### config.mk
export PLATFORM = sky130hd
export DESIGN_NAME = serial_result_tx
export DESIGN_NICKNAME = d
export VERILOG_FILES = /design/src/rtl/serial_result_tx.sv
export SDC_FILE = /design/constraint.sdc
export NUM_CORES = 1
export LEC_CHECK = 0
export CELL_PAD_IN_SITES_DETAIL_PLACEMENT = 0
export CELL_PAD_IN_SITES_GLOBAL_PLACEMENT = 1
export CORE_MARGIN = 2
export CORE_UTILIZATION = 46
export CTS_BUF_LIST = sky130_fd_sc_hd__clkbuf_4
export DETAILED_ROUTE_END_ITERATION = 16
export PLACE_DENSITY = 0.78
export SLEW_MARGIN = 0
export SYNTH_ARGS = -nofsm -noshare
export SYNTH_HDL_FRONTEND = slang
export SYNTH_SLANG_ARGS = --single-unit
### constraint.sdc
create_clock -name clk -period 2.2 [get_ports clk]
set_input_delay 0.44 -clock clk [delete_from_list [all_inputs] [get_ports clk]]
set_output_delay 0.44 -clock clk [all_outputs]
set_load 0.005 [all_outputs]
### src/rtl/serial_result_tx.sv
module serial_result_tx #(
  parameter int W         = 12,
  parameter int START_DLY = 22,
  parameter int HALF      = 11
) (
  input  logic         clk,
  input  logic         rst_n,
  input  logic [W-1:0] result_in,
  input  logic         busy,
  input  logic         cs_n,
  input  logic         rd_conv,
  input  logic         tag,
  input  logic         fmt_sb,
  input  logic         ext_mode,
  input  logic         ext_dclk,
  output logic         data,
  output logic         sync,
  output logic         dclk_out
);
  localparam int TMAX = (START_DLY > 2*HALF) ? START_DLY : 2*HALF;
  localparam int TW   = $clog2(TMAX + 1);
  localparam int BW   = $clog2(W + 1);

  typedef enum logic [2:0] {IDLE, I_WAIT, I_SHIFT, X_ARM, X_SYNC, X_SHIFT} st_t;
  st_t st;

  logic          cs_q, rc_q, busy_q, ds1, ds2, ds3, tag_hold, tag_d;
  logic [W-1:0]  held, sh;
  logic [TW-1:0] tmr;
  logic [BW-1:0] bitcnt;

  wire           or_fall   = (cs_q | rc_q) & ~(cs_n | rd_conv);
  wire           rd_hold   = ~cs_n & rd_conv;
  wire           x_trig    = rd_hold & (~rc_q | cs_q);
  wire           busy_rise = busy & ~busy_q;
  wire           dclk_rise = ds2 & ~ds3;
  wire [W-1:0]   cur_word  = busy_rise ? result_in : held;
  wire [W-1:0]   fmt_word  = fmt_sb ? cur_word : {~cur_word[W-1], cur_word[W-2:0]};

  assign dclk_out = (st == I_SHIFT) && (tmr >= TW'(HALF)) && (tmr < TW'(2*HALF-1));
  assign sync     = (st == X_SYNC);
  assign data     = (st == I_SHIFT || st == X_SHIFT) ? sh[W-1] : (~ext_mode & tag_hold);

  always_ff @(posedge clk or negedge rst_n) begin
    if (!rst_n) begin
      cs_q <= 1'b1; rc_q <= 1'b1; busy_q <= 1'b1;
      ds1 <= 1'b0; ds2 <= 1'b0; ds3 <= 1'b0;
      held <= '0;
    end else begin
      cs_q <= cs_n; rc_q <= rd_conv; busy_q <= busy;
      ds1 <= ext_dclk; ds2 <= ds1; ds3 <= ds2;
      if (busy_rise) held <= result_in;
    end
  end

  always_ff @(posedge clk or negedge rst_n) begin
    if (!rst_n) begin
      st <= IDLE; sh <= '0; tmr <= '0; bitcnt <= '0;
      tag_hold <= 1'b0; tag_d <= 1'b0;
    end else begin
      if (dclk_rise) tag_d <= tag;
      case (st)
        IDLE:
          if (!ext_mode && or_fall) begin
            st <= I_WAIT; tmr <= '0; sh <= fmt_word; tag_hold <= tag;
          end else if (ext_mode && x_trig) begin
            st <= X_ARM; sh <= fmt_word;
          end
        I_WAIT:
          if (tmr == TW'(START_DLY-1)) begin
            st <= I_SHIFT; tmr <= '0; bitcnt <= '0;
          end else tmr <= tmr + 1'b1;
        I_SHIFT:
          if (tmr == TW'(2*HALF-1)) begin
            tmr <= '0;
            if (bitcnt == BW'(W-1)) st <= IDLE;
            else begin
              bitcnt <= bitcnt + 1'b1;
              sh <= {sh[W-2:0], 1'b0};
            end
          end else tmr <= tmr + 1'b1;
        X_ARM:
          if (!rd_hold) st <= IDLE;
          else if (dclk_rise) st <= X_SYNC;
        X_SYNC:
          if (!rd_hold) st <= IDLE;
          else if (dclk_rise) st <= X_SHIFT;
        X_SHIFT:
          if (!rd_hold) st <= IDLE;
          else if (dclk_rise) sh <= {sh[W-2:0], tag_d};
        default: st <= IDLE;
      endcase
    end
  end


  bitcnt_range_chk: assert property (@(posedge clk) disable iff (!rst_n)
    (st == I_SHIFT) |-> (bitcnt < BW'(W)));

  data_at_fall_chk: assert property (@(posedge clk) disable iff (!rst_n)
    $fell(dclk_out) |-> $stable(data));

  data_at_rise_chk: assert property (@(posedge clk) disable iff (!rst_n)
    $rose(dclk_out) |-> $stable(data));

  sync_end_chk: assert property (@(posedge clk) disable iff (!rst_n)
    $fell(sync) |-> ($past(dclk_rise) || !$past(rd_hold)));

  ext_no_clk_chk: assert property (@(posedge clk) disable iff (!rst_n)
    $rose(dclk_out) |-> !ext_mode);

  held_load_chk: assert property (@(posedge clk) disable iff (!rst_n)
    busy_rise |=> (held == $past(result_in)));
endmodule

* Yosys cells after proc, flatten, opt, wreduce, memory -nomap -nowiden
Index checks and enable logic that the tools add are counted.
** Operators by class
- Magnitude comparators :: 2
- Bitwise logic cells :: 16
- Mux-type cells :: 28
- Eq/ne operators :: 18
- Reduce and logical (&&, ||, !) cells :: 16
- $add $sub $neg :: 2
** Operators with widths (count)
- two-way mux 12 bit :: 8
- case mux 12 bit (3 select lines) :: 1
- two-way mux 3 bit :: 10
- case mux 3 bit (6 select lines) :: 1
- two-way mux 4 bit :: 3
- inequality test 2 bit, second input constant :: 6
- two-way mux 5 bit :: 2
- case mux 5 bit (2 select lines) :: 1
- case mux 4 bit (2 select lines) :: 1
- NOT 1 bit :: 7
- AND reduction 7 bit :: 1
- AND 1 bit :: 6
- == test 3 x 2 -> 1 bit, second input constant :: 2
- == test 3 bit, second input constant :: 2
- inequality test 3 bit, second input constant :: 2
- AND reduction 6 bit :: 1
- adder 5 x 1 -> 5 bit, second input constant :: 1
- == test 5 bit, second input constant :: 1
- greater-or-equal comparator 5 x 4 -> 1 bit, second input constant :: 1
- less-than comparator 5 bit, second input constant :: 1
- adder 4 x 1 -> 4 bit, second input constant :: 1
- == test 4 bit, second input constant :: 1
- logical AND 1 bit :: 4
- inequality test 2 x 1 -> 1 bit, second input constant :: 2
- other kinds (12) :: 16
** Word-level totals
- Bits in registers :: 44
- Input bits :: 21
- Word-level logic and storage cells :: 95
- Output and inout port bits :: 3

* Depth between registers and ports, before layout
Gate-level depths: netlist of run 1.
- Depth in word-level cells :: 8
- Mapped depth :: 8
- Depth with buffers taken out :: 7

* Worst setup path before layout of run 1
OpenSTA, ideal clock, no wires.
- Path kind :: flip-flop to flip-flop
- Start :: register tmr[1]
- End :: register st[0]
- Data required time :: 2.075 ns
- Data arrival time :: 1.717 ns
- Setup time :: 0.125 ns
- Slack :: 0.358 ns
- Stages on the path, launching flop included :: 9
- Period minus slack after synthesis :: 1.842 ns
- Path buffers :: 1
- Path through :: dfrtp_1 inv_1 ha_1 and4b_4 or3_1 buf_4 inv_2 nor4_4 mux2_4
** Between the ends
- Cells in the longest elaborated chain, start to end :: 3
- Elaborated cells on any way between the ends :: 4
- Classes of those cells :: eq/ne: 3; reduce/logical: 1
** Ends and longest elaborated chain
- start, declared :: RTL line 29 : logic [TW-1:0] tmr;
- start signal, assigned :: RTL line 72 : end else tmr <= tmr + 1'b1;
- start signal, assigned :: RTL line 81 : end else tmr <= tmr + 1'b1;
- == test 5 bit (*) :: RTL line 70, 74
- inequality test 2 bit (no source line) or inequality test 2 x 1 -> 1 bit (tied branches)
- AND reduction 7 bit (no source line) (*)
- end signal, assigned :: RTL line 67 : st <= X_ARM; sh <= fmt_word;
- end signal, assigned :: RTL line 71 : st <= I_SHIFT; tmr <= '0; bitcnt <= '0;
- end signal, assigned :: RTL line 76 : if (bitcnt == BW'(W-1)) st <= IDLE;
- end, declared :: RTL line 25 : st_t st;
Every way passes the cells marked *; elsewhere a longest branch is shown, timed or not.
A chain may end at the register's enable or synchronous reset.

* Worst setup path in the final report of run 1
- Start :: register st[0]
- End :: output dclk_out
** Between the ends
- Cells in the longest elaborated chain, start to end :: 3
** Ends and longest elaborated chain
- start signal, assigned :: RTL line 58 : st <= IDLE; sh <= '0; tmr <= '0; bitcnt <= '0;
- start signal, assigned :: RTL line 65 : st <= I_WAIT; tmr <= '0; sh <= fmt_word; tag_hold <= tag;
- start signal, assigned :: RTL line 67
- == test 3 x 2 -> 1 bit :: RTL line 40 : assign dclk_out = (st == I_SHIFT) && (tmr >= TW'(HALF)) && (tmr < TW'(2*HALF-1));
- logical AND 1 bit (2 in series) :: RTL line 40
- end, declared :: RTL line 18 : output logic dclk_out
Every way passes these cells.

==> results.toml, run 1 <==
[run_status]
status = "complete, no violations"

[worst_setup_path]
max_stage_delay_ps = 420
crit_family = "simple AND/OR/NAND/NOR gates"
cp_num_buf_inv = 2
worstSetupEndpointType = "primary output"
start_kind = "flop"
worstSetupPathType = "flop to primary output"
cpMaxStageDelayCell = "dfrtp_1"
ff2ff_path_depth = 7
path_cells = "or3b_4 -> buf_4 -> nor2_1 -> clkdlybuf4s15_1"
r2r_slack_ps = 170
cp_max_fo = 6
cp_num_cells = 4
cp.arrival_ps = 1660
required_ps = 1760

[global_route]
track_usage_pct = 18.42
antenna_found_initial = 0
grt_pass1_wl_um = 7507
grt_max_degree = 45
overflow = 0
grt_pass1_vias = 1655

[sta]
setup_viol = 0
fmax_ghz = 0.4765
max_slew.worst_pin.slew_ps = 473.8
period_share_pct = 95.40
rsz0062_at_grt = "no"
finalHoldViolCount = 0
period_needed_ps = 2099
skew_ps = 10.49
holdWs_ps = 19.54
maxSlewViolCount = 0
layout_setup_ws_ps = 101.3
relSlewSlack_pct = 68.12

[route]
first_pass_iters = 4
drcViolationCount = 0
wl_met2_um = 2227
antenna_left = 0
drtIter0Drc = 69
routed.top_layer = "met4"
wl_um = 4368
vias = 1557
wl_met1_um = 1891
wl_met3_um = 140
vias_per_cell = 5.369
routedWlPerCell_um = 15.06

[layout]
insertedDiodeCount = 0
nets = 261
drive_above_1_share_pct = 28.15
finalNonFillerCells = 290
syn_to_final_growth_pct = 25.29

[pwr]
cellPowerDensity_mw_per_mm2 = 1156
internal_power_mw = 2.030
clockPowerShare_pct = 16.1
vdd_drop_max_mv = 0.5395
switching_share_pct = 35.05
pwr-share-seq_pct = 38.5
power_leakage_nw = 1.189
power_switching_mw = 1.096
p_comb_share_pct = 45.4
power_mw = 3.125

[die]
die_area_mm2 = 0.005253
die_w_um = 72.48
die_h_um = 72.48
initial_utilization_pct = 48.54
core_mm2 = 0.004444
io_pins = 24
rows = 24

[clock_network]
root_buffer = "clkbuf_4"
htreeDepth = 2
clkLatencyLatePin_ps = 350
numCtsBuffers = 5
cts_buffer_depth = 2
cts_tree = "done"
clkTransAtPathRegs_ps = 140
clkSinkCount = 44

[synth]
yosys.cell_types.count = 38
yosysTopAreaCellShare_pct = 47.56
synthTopCellsByArea = "dfrtp_1 48%, mux2i_1 9.3%, mux2_2 8.4%, dfstp_2 3.7%, inv_1 2.3%"
synth_edf_count = 0
synth_most_common_cell = "dfrtp_1"
ys.flop_type = "dfrtp_1"
syn_area_mm2 = 0.002157
synth_area_per_cell_um2 = 11.23
yosysWarnings = 0
yosys.area.top_type = "dfrtp_1"
ys_ff_latch = 44
yosysSeqAreaShare_pct = 51.22
synth-async-reset-ratio_pct = 100.0
synthTopCellsByCount = "41 x dfrtp_1, 20 x mux2i_1, 16 x mux2_2"
synthCells = 192
synthesis.nets = 216

[hold_path]
hp-class = "primary input to asynchronous set/reset pin"

[place]
dp.cells = 274
port_buffers = 23
place_ws_ps = -85.47
hpwl_um = 3115
gp_congestion = 0.8048

[job]
drv_cap = 0
cell usage in the layout (no fill, tap or decap), types with 3 or more instances in the layout:
cell type / instances
a21oi_1: 6
buf_4: 19
buf_6: 3
clkbuf_4: 5
clkdlybuf4s50_1: 20
dfrtp_1: 39
dfstp_2: 3
inv_1: 13
mux2_2: 16
mux2_4: 3
mux2i_1: 20
nand2_1: 12
nand2b_1: 5
nand3_1: 3
nand3b_1: 3
nor2_1: 11
o21ai_0: 9
o21ai_1: 6
o31ai_1: 3
xor2_1: 3
per-stage QoR:
| stage | util [%] | TNS [ps] | cell area [um^2] |
|---|---|---|---|
| after floorplan | - | 0 | 2157 |
| after global placement | 56.78 | -0.9470 | 2524 |
| after detailed placement | 56.78 | -758.9 | 2524 |
| after CTS | 59.21 | 0 | 2631 |
| after global routing | 60.81 | 0 | 2703 |
| final | 60.81 | 0 | 2703 |
sequential cells by signal, summed over array words and instances, names as in the netlist:
signal and cells:
sh 12, held 12, bitcnt 4, st 3, busy_q 1, tmr 5, cs_q 1, tag_d 1
ds3 1, tag_hold 1, ds1 1, rc_q 1, ds2 1
power groups by stage:
| stage | Combinational [mW] | Sequential (mW) | Clock, mW |
|---|---|---|---|
| finish | 1.42 | 1.20 | 0.504 |
| global placement | 1.23 | 1.19 | 0 |
| detailed placement | 1.29 | 1.21 | 0 |
| CTS | 1.33 | 1.20 | 0.517 |
| floorplan | 0.955 | 1.17 | 0 |
| global route | 1.56 | 1.24 | 0.555 |
final timing paths:
path	start	to
worst max register to register	tmr[0]	st[0]
min in group clk	ds1	ds2
worst min-delay path	rst_n	bitcnt[1]
worst min register to register	ds1	ds2
max in group asynchronous	rst_n	busy_q
worst max-delay path	st[0]	dclk_out
routing by layer:
| layer | track usage, % | up-vias |
|---|---|---|
| met5 | 0 | - |
| met4 | 6.584 | 0 |
| met3 | 4.444 | 13 |
| met2 | 31.50 | 30 |
| met1 | 22.78 | 759 |
| li1 | - | 755 |
kinds of logic (layout without fill, tap and decap cells):
family | Yosys count | count (layout) | share of synthesized area [%]
buffers and inverters | 22 | 68 | 4.698
xor gates and xnor gates | 4 | 4 | 1.624
DFF | 44 | 44 | 51.22
adders and majority gates | 3 | 3 | 1.740
and+or+nand+nor | 51 | 51 | 13.17
muxes | 39 | 39 | 19.72
AOI/OAI and AO/OA | 29 | 29 | 7.831
worst register-to-register path: cells and delay by family, from the launching register on:
family / cells / cell delay [ps]
and+or+nand+nor: 3 / 740
buffers and inverters: 2 / 250
muxes: 1 / 310
adders and majority gates: 1 / 190
DFF: 1 / 460
final cells by class:
class                           instances  area (um^2)
Clock inverter                          3        42.54
Multi-Input combinational cell        126        980.9
Tap cell                               52        65.06
Inverter                               14        52.55
Sequential cell                        44         1107
Timing Repair Buffer                   46        416.7
Clock buffer                            5        37.54
Fill cell                             378         1742
timing repair:
action,4_1_cts,5_1_grt
setup buffers,1,7
pin swaps,0,4
setup endpoints to repair,2,3
gates resized for setup,8,9
hold buffers,0,0
No activity file was read; power rests on OpenSTA's default activity.
==> run 2, diff against run 1 <==
--- a/config.mk
+++ b/config.mk
@@ -12,6 +12,7 @@
 export CTS_BUF_LIST = sky130_fd_sc_hd__clkbuf_4
 export DETAILED_ROUTE_END_ITERATION = 16
 export PLACE_DENSITY = 0.78
+export SETUP_SLACK_MARGIN = 0.15
 export SLEW_MARGIN = 0
 export SYNTH_ARGS = -nofsm -noshare
 export SYNTH_HDL_FRONTEND = slang
==> run 2 against run 1 <==
Against the previous run:
- core utilization down 0.056 points
- clock-buffer cell count unchanged
- non-clock buffer count shrank 2
- setup slack improved by 61 ps
- sequential share of layout area barely moved
- critical path depth rose by 1
- clock skew increased by 4.1 ps
- register-to-register slack gained 110 ps
- critical endpoint is now data
==> results.toml, run 2 (synthesized netlist as in run 1, its figures left out) <==
[run_status]
status = "complete, no violations"

[pwr]
power_leakage_nw = 1.203
cellPowerDensity_mw_per_mm2 = 1170
vdd_drop_max_mv = 0.5422
power_mw = 3.160

[clock_network]
clkTransAtPathRegs_ps = 130
cts_tree = "done"
clkLatencyLatePin_ps = 360
root_buffer = "clkbuf_4"
numCtsBuffers = 5
cts_buffer_depth = 2
htreeDepth = 2
clkSinkCount = 44

[global_route]
grt_pass1_wl_um = 7610
grtUsageMet1_pct = 23.41
track_usage_pct = 18.62
overflow = 0
grt.busiest_layer = "met2"
met2_usage_pct = 31.60
grt_max_degree = 45
grt_pass1_vias = 1640
antenna_found_initial = 0
met3_usage_pct = 4.583

[die]
io_pins = 24
rows = 24
initial_utilization_pct = 48.54
die_h_um = 72.48
die_area_mm2 = 0.005253
core_mm2 = 0.004444
die_w_um = 72.48

[route]
wl_um = 4450
vias_per_cell = 5.396
drtIter0Drc = 89
antenna_left = 0
first_pass_iters = 4
drcViolationCount = 0
routedWlPerCell_um = 15.45
vias = 1554

[sta]
setup_tns_ps = 0
fmax_ghz = 0.4907
max_slew.worst_pin.slew_ps = 426.2
rsz0062_at_grt = "yes"
period_share_pct = 92.63
relSlewSlack_pct = 71.33
skew_ps = 14.54
period_needed_ps = 2038
setup_viol = 0
finalHoldViolCount = 0
maxSlewViolCount = 0

[layout]
insertedDiodeCount = 0
nets = 259
layout.cells.most_common_list = "40 x dfrtp_1, 20 x mux2i_1, 19 x clkdlybuf4s50_1, 16 x mux2_2, 16 x buf_4"
final_common_cell = "dfrtp_1"
finalNonFillerCells = 288
syn_to_final_growth_pct = 25.17
design_area_mm2 = 0.002700
n_fill_cell = 377
drive_above_1_share_pct = 28.81
largestRegisters = "held (12), sh (12), tmr (5)"

[worst_setup_path]
worstSetupPathType = "flop to primary output"
cp.arrival_ps = 1600
start_kind = "flop"
worstSetupEndpointType = "primary output"
required_ps = 1760
cp_max_fo = 4

[place]
placed_area_mm2 = 0.002524
gp_congestion = 0.8048
port_buffers = 23
dp.cells = 274
hpwl_um = 3115

[hold_path]
hp-class = "primary input to asynchronous set/reset pin"

[job]
drv_cap = 0
-- run 2: changes by cell type in the layout (fill, tap and decap cells not counted), sizes merged --
| cell | before | now |
|---|---|---|
| clkdlybuf4s50 | 20 | 19 |
| buf | 24 | 23 |
| dlymetal6s2s | 0 | 1 |
| clkdlybuf4s15 | 1 | 0 |
-- run 2: power by group --
group / switching, mW / internal, mW
Clock: 0.269 / 0.238
Combinational: 0.687 / 0.771
Sequential: 0.154 / 1.04
-- run 2: worst max-delay path, cell delays in order, from the launching register on --
cell     delay (ps)
dfrtp_1         410
or3b_4          420
nand2_2         110
nand2_1          60
o21ai_0          90
buf_2           160
-- run 2: repair_timing --
action	CTS	global route
hold buffers	0	0
pin swaps	3	7
buffers inserted	3	3
endpoints found under the hold margin	0	0
resized for setup	16	8
setup endpoints to repair	3	13
-- run 2: layout make-up --
class                      count  area [um^2]  share of cell area [%]
sequential                    44         1106                   40.96
multi-input combinational    126        993.5                   36.79
timing repair buffer          44        402.9                   14.92
tap                           52        65.06                   2.410
inverter                      14        52.55                   1.946
clock inverter                 3        42.54                   1.576
clock buffer                   5        37.54                   1.390
-- run 2: worst paths after layout --
check / endpoint / slack (ps) / depth (start not counted) / start
worst max-delay path: data / 160 / 5 / st[2]
worst min-delay path: bitcnt[1] / 20 / 2 / rst_n
worst max register to register: sh[4] / 280 / 7 / st[1]
worst min register to register: ds2 / 370 / 0 / ds1
max in group asynchronous: busy_q / 1900 / 2 / rst_n
min in group clk: ds2 / 370 / 0 / ds1
-- run 2: per-layer routing --
metal | part of all wire, % | vias to the layer above
met5 | 0 | -
li1 | - | 753
met2 | 52 | 31
met1 | 44 | 764
met3 | 2.9 | 6
met4 | 1.1 | 0
-- run 2: through the flow --
stage	hold slack [ps]	setup slack, ps	util (%)
after CTS	30.51	71.46	59.94
after floorplan	144.4	358.1	-
after global placement	340.0	-0.9470	56.78
after global routing	27.12	57.21	60.75
after detailed placement	337.3	-85.47	56.78
final	22.52	162.2	60.75
==> run 3, diff against run 2 <==
--- a/config.mk
+++ b/config.mk
@@ -13,7 +13,7 @@
 export DETAILED_ROUTE_END_ITERATION = 16
 export PLACE_DENSITY = 0.78
 export SETUP_SLACK_MARGIN = 0.15
-export SLEW_MARGIN = 0
+export SLEW_MARGIN = 10
 export SYNTH_ARGS = -nofsm -noshare
 export SYNTH_HDL_FRONTEND = slang
 export SYNTH_SLANG_ARGS = --single-unit
==> results of run 3 <==
Final layout, timing and power as in run 2 (identical DEF).
